**src/rtl/rst_cause_tracker.sv**
```systemverilog
module rst_cause_tracker #(
  parameter int PC_W   = 21,
  parameter int VEC_HI = 'h008,
  parameter int VEC_LO = 'h018,
  parameter int STEP   = 2
) (
  input  logic            clk,
  input  logic            rst_n,
  input  logic            ev_por,
  input  logic            ev_bor,
  input  logic            ev_mclr,
  input  logic            ev_rsti,
  input  logic            ev_wdt,
  input  logic            ev_stk_full,
  input  logic            ev_stk_under,
  input  logic            ev_irq_wake,
  input  logic            in_lowpwr,
  input  logic            stk_rst_en,
  input  logic            gie_hi,
  input  logic            gie_lo,
  input  logic [1:0]      bor_cfg,
  input  logic [PC_W-1:0] cur_pc,
  input  logic            wr_en,
  input  logic [7:0]      wr_data,
  output logic [7:0]      status,
  output logic [PC_W-1:0] pc_val,
  output logic            pc_load,
  output logic            full_rst
);
  localparam int F_BOR = 0, F_POR = 1, F_PD = 2, F_TO = 3;
  localparam int F_RI = 4, F_SB = 5, F_SF = 6, F_SU = 7;

  logic [7:0]      nxt;
  logic            rst_nxt, ld_nxt;
  logic [PC_W-1:0] pc_nxt;
  logic [PC_W-1:0] pc_step;
  logic            sb_ok;

  assign pc_step = cur_pc + PC_W'(STEP);
  assign sb_ok   = (bor_cfg == 2'b01);

  always_comb begin
    nxt     = status;
    rst_nxt = 1'b0;
    ld_nxt  = 1'b0;
    pc_nxt  = pc_step;
    if (ev_por) begin
      rst_nxt    = 1'b1;
      nxt        = '0;
      nxt[F_PD]  = 1'b1;
      nxt[F_TO]  = 1'b1;
      nxt[F_RI]  = 1'b1;
      nxt[F_SB]  = sb_ok;
    end else if (ev_bor) begin
      rst_nxt    = 1'b1;
      nxt[F_PD]  = 1'b1;
      nxt[F_TO]  = 1'b1;
      nxt[F_RI]  = 1'b1;
      nxt[F_BOR] = 1'b0;
    end else if (ev_mclr) begin
      rst_nxt = 1'b1;
      if (in_lowpwr) begin
        nxt[F_TO] = 1'b1;
        nxt[F_PD] = 1'b0;
      end
    end else if (ev_wdt) begin
      nxt[F_TO] = 1'b0;
      if (in_lowpwr) begin
        nxt[F_PD] = 1'b0;
        ld_nxt    = 1'b1;
      end else begin
        rst_nxt = 1'b1;
      end
    end else if (ev_stk_full) begin
      nxt[F_SF] = 1'b1;
      rst_nxt   = stk_rst_en;
    end else if (ev_stk_under) begin
      nxt[F_SU] = 1'b1;
      rst_nxt   = stk_rst_en;
    end else if (ev_rsti) begin
      nxt[F_RI] = 1'b0;
      rst_nxt   = 1'b1;
    end else if (ev_irq_wake && in_lowpwr) begin
      nxt[F_PD] = 1'b0;
      ld_nxt    = 1'b1;
      if (gie_hi)      pc_nxt = PC_W'(VEC_HI);
      else if (gie_lo) pc_nxt = PC_W'(VEC_LO);
    end else if (wr_en) begin
      nxt = wr_data;
    end
    if (rst_nxt) begin
      ld_nxt = 1'b1;
      pc_nxt = '0;
      if (!ev_por) nxt[F_SB] = sb_ok & status[F_SB];
    end
  end

  always_ff @(posedge clk or negedge rst_n) begin
    if (!rst_n) begin
      status   <= '0;
      pc_val   <= '0;
      pc_load  <= 1'b0;
      full_rst <= 1'b0;
    end else begin
      status   <= nxt;
      pc_val   <= ld_nxt ? pc_nxt : '0;
      pc_load  <= ld_nxt;
      full_rst <= rst_nxt;
    end
  end
endmodule

```
**config.mk**
```make
export PLATFORM = sky130hd
export DESIGN_NAME = rst_cause_tracker
export DESIGN_NICKNAME = d
export VERILOG_FILES = /design/src/rtl/rst_cause_tracker.sv
export SDC_FILE = /design/constraint.sdc
export NUM_CORES = 1
export LEC_CHECK = 0
export BUFFER_PORTS_ARGS = -buffer_cell sky130_fd_sc_hd__buf_2
export CAP_MARGIN = 20
export CORE_MARGIN = 5
export CORE_UTILIZATION = 30
export CTS_CLUSTER_DIAMETER = 30
export DETAILED_ROUTE_END_ITERATION = 8
export GPL_TIMING_DRIVEN = 0
export PLACE_DENSITY = 0.67
export SYNTH_ARGS = -nofsm -noshare
export SYNTH_HDL_FRONTEND = slang
export SYNTH_SLANG_ARGS = --single-unit
```
**constraint.sdc**
```tcl
create_clock -name clk -period 1.1 [get_ports clk]
set_input_delay 0.055 -clock clk [delete_from_list [all_inputs] [get_ports clk]]
set_output_delay 0.055 -clock clk [all_outputs]
set_load 0.02 [all_outputs]
```
==> flow_metrics.py <==
metrics = {
    "layout": {
        "utilization": 0.481,
        "diodes": 0,
        "final_layout_size_suffix_gt1_frac": 0.484,
        "nets": 321,
        "fill_cells": 510,
        "syn_to_final_growth_pct": 55.3,
    },
    "outcome": {
        "status": "finished with violations",
        "violations": "setup timing",
    },
    "grt": {
        "grt_remaining_overflow": 0,
        "grt_start_max_net_pins": 32,
        "grt_pass1_wl_mm": 7.53,
        "grt.total_usage": 0.129,
        "grt_pass1_vias": 1629,
        "antenna_found_initial": 0,
    },
    "clock_network": {
        "cts_tree": "done",
        "cts_inserted_buffers": 5,
        "root_buffer": "clkbuf_8",
        "cts.clk_slew.worst_paths_ns": 0.08,
        "cts_buffer_depth": 2,
        "clk_latency_ns": 0.28,
        "htree_levels": 2,
        "cts.sinks": 31,
    },
    "floorplan": {
        "row_count": 27,
        "initial_core_util": 0.309,
        "dieArea_mm2": 0.00729,
        "die_x_um": 85.4,
        "io_pins": 77,
        "die_h_um": 85.4,
        "core_mm2": 0.00551,
    },
    "placed_design": {
        "io_buffers": 73,
        "dpl.hpwl_mm": 3.59,
        "pre_cts_ws_ns": -0.472,
        "gp_congestion": 0.806,
    },
    "power_and_ir_drop": {
        "p_sw_frac": 0.247,
        "max-vdd-ir-drop_v": 0.000631,
        "pwr-share-clk": 0.421,
        "pwr-share-seq": 0.419,
        "netSwitchingPower_uw": 687,
        "power_density_mw_per_mm2": 1050,
        "internal-power_mw": 2.09,
        "power_frac_comb": 0.160,
        "leakagePower_nw": 1.22,
        "power_mw": 2.78,
    },
    "critical_path": {
        "slowest_delay_ns": 0.52,
        "crit_required_ns": 1.27,
        "critical_path_class": "input port to flip-flop",
        "cp_num_buf_inv": 1,
        "end_kind": "flip-flop",
        "path_cells": "buf_6 -> or4b_4 -> o2111a_2 -> or2_1 -> a31o_1",
        "arrival_ns": 1.29,
        "start_kind": "input port",
        "critPathMaxFanout": 4,
        "critical_path.top_delay_family": "simple AND/OR/NAND/NOR gates",
        "slowest_stage": "or4b_4",
    },
    "timing": {
        "finalHoldViolations": 0,
        "slew_headroom": 0.536,
        "finalSetupViolCount": 1,
        "fin_crit_ns": 1.12,
        "hold_slack_ns": 0.0294,
        "worstMarginPinSlew_ns": 0.697,
        "finalCritPeriodShare": 1.02,
        "fin_skew_ns": 0,
        "rsz0062_at_grt": "yes",
        "drv_slew": 0,
        "worst_slack_ns": -0.0207,
        "fmax_ghz": 0.892,
    },
    "routing": {
        "wirelength_mm": 4.90,
        "drc": 0,
        "wl_per_cell_um": 14.1,
        "vias": 1675,
        "antenna_left": 0,
        "via_per_inst": 4.83,
        "drt_iter0_drc": 49,
        "dr.pass1.iters": 4,
    },
    "yosys": {
        "netlist_area_mm2": 0.00170,
        "synthFlopType": "dfrtp_1",
        "ys_seq_area_frac": 0.455,
        "syn_avg_cell_area_um2": 9.57,
        "synth_nets": 225,
        "synth_edf_count": 0,
        "synthArstFlopShare": 1.00,
        "synth_cells": 178,
        "yosysWarnings": 0,
        "ys_seq_elements": 31,
        "yosysUniqueCellTypes": 46,
    },
    "job": {
        "cap_viol_max_count": 0,
    },
    "worst_hold_path": {
        "holdCritPathClass": "input port to flip-flop",
    },
}
==> synth_stat cells (2+ instances only) <==
cell       n  area (um^2)
inv_1      5         18.8
nor2b_1    3         18.8
nand3_1    7         35.0
o31ai_1    2         15.0
nand2b_1   4         25.0
buf_2      5         25.0
and3_1     3         18.8
a31oi_1    4         25.0
buf_6      2         22.5
and4_1     5         43.8
nor3_1     5         25.0
and2_1     2         12.5
dfrtp_1   31          776
a21oi_1   12         60.1
or3_1      4         25.0
or4_1      2         15.0
mux2i_1    4         40.0
o21ai_0    9         45.0
nand2_1    8         30.0
xor2_1    10         87.6
nor2_1    20         75.1
nand4_1    7         43.8
==> layer usage <==
layer | part of all wire | global-route usage | up-vias
met2 | 0.50 | 0.215 | 41
met1 | 0.43 | 0.157 | 789
li1 | - | - | 838
met3 | 0.056 | 0.0398 | 7
met4 | 0.016 | 0.0475 | 0
met5 | 0 | 0 | -
==> worst register-to-register path: cells and delay by family (launching register included) <==
kind | cells | cell delay (ns)
DFF | 1 | 0.40
AOI/OAI and AO/OA | 1 | 0.07
and+or+nand+nor | 1 | 0.29
==> final timing paths <==
check                      startpoint    endpoint  slack, ns  cells past startpoint
max                            ev_wdt   status[5]      -0.02                      5
min                        cur_pc[19]  pc_val[19]       0.03                      3
max reg2reg                 status[3]   status[3]       0.22                      2
min reg2reg                 status[5]   status[5]       0.52                      1
max in group asynchronous       rst_n  pc_val[13]       0.29                      2
min in group asynchronous       rst_n   pc_val[2]       0.35                      2
==> cell families (layout without fill, tap and decap cells) <==
family | count (synthesis) | after routing | share of synthesized area
buffers and inverters | 14 | 111 | 0.0455
and+or+nand+nor | 79 | 79 | 0.270
DFF | 31 | 31 | 0.455
muxes | 4 | 4 | 0.0235
xor gates and xnor gates | 11 | 11 | 0.0565
AOI/OAI and AO/OA | 38 | 38 | 0.142
adders and majority gates | 1 | 1 | 0.00734
==> flip-flops by register name, summed over array words and instances (netlist names) <==
register / count
pc_val: 21
status: 8
pc_load: 1
full_rst: 1
==> per-stage QoR <==
stage	area [um^2]	setup TNS [ns]	cells
5_1_grt	2650	-0.0962	347
6_report	2650	-0.0207	347
4_1_cts	2420	-0.0240	339
3_5_place_dp	2210	-8.81	323
2_1_floorplan	1750	-1.70	178
3_3_place_gp	2210	-8.48	323
==> placed cells by master (no fill, tap or decap), types with 3 or more instances in the layout <==
master,instances
a21oi_1,9
a21oi_2,3
a31oi_1,4
and3_1,3
and4_1,4
buf_2,68
buf_4,17
buf_6,4
clkbuf_8,6
dfrtp_1,31
dlygate4sd3_1,4
inv_1,5
mux2i_1,4
nand2_1,8
nand2b_1,3
nand3_1,4
nand3_2,3
nand4_1,7
nor2_1,12
nor2_2,6
nor2b_1,3
nor3_1,3
o21ai_0,8
or3_1,3
xor2_1,9
==> power by group through the flow <==
stage / Clock (mW) / Sequential [mW] / Combinational [mW]
final: 1.17 / 1.17 / 0.443
after global routing: 1.24 / 1.17 / 0.485
after CTS: 1.20 / 1.17 / 0.400
after detailed placement: 0 / 1.19 / 0.374
after global placement: 0 / 1.19 / 0.370
after floorplan: 0 / 1.21 / 0.157
==> repair_timing <==
action                                 4_1_cts  5_1_grt
gates resized for setup                      6       37
buffers inserted                             4        6
cloned                                       0        2
pin swaps                                    6        8
hold buffers                                 4        0
endpoints found under the hold margin       34        0
setup endpoints to repair                   15       18
==> area by class of cell <==
type | instances | area (um^2) | area share
clock inverters | 2 | 35.0 | 0.0132
inverters | 5 | 18.8 | 0.00709
clock buffers | 6 | 82.6 | 0.0312
plain buffers | 9 | 100 | 0.0378
repair buffers | 89 | 553 | 0.209
well taps | 72 | 90.1 | 0.0340
flip-flops and latches | 31 | 776 | 0.293
multi-input cells | 133 | 991 | 0.374
(Power assumes the default switching activity.)
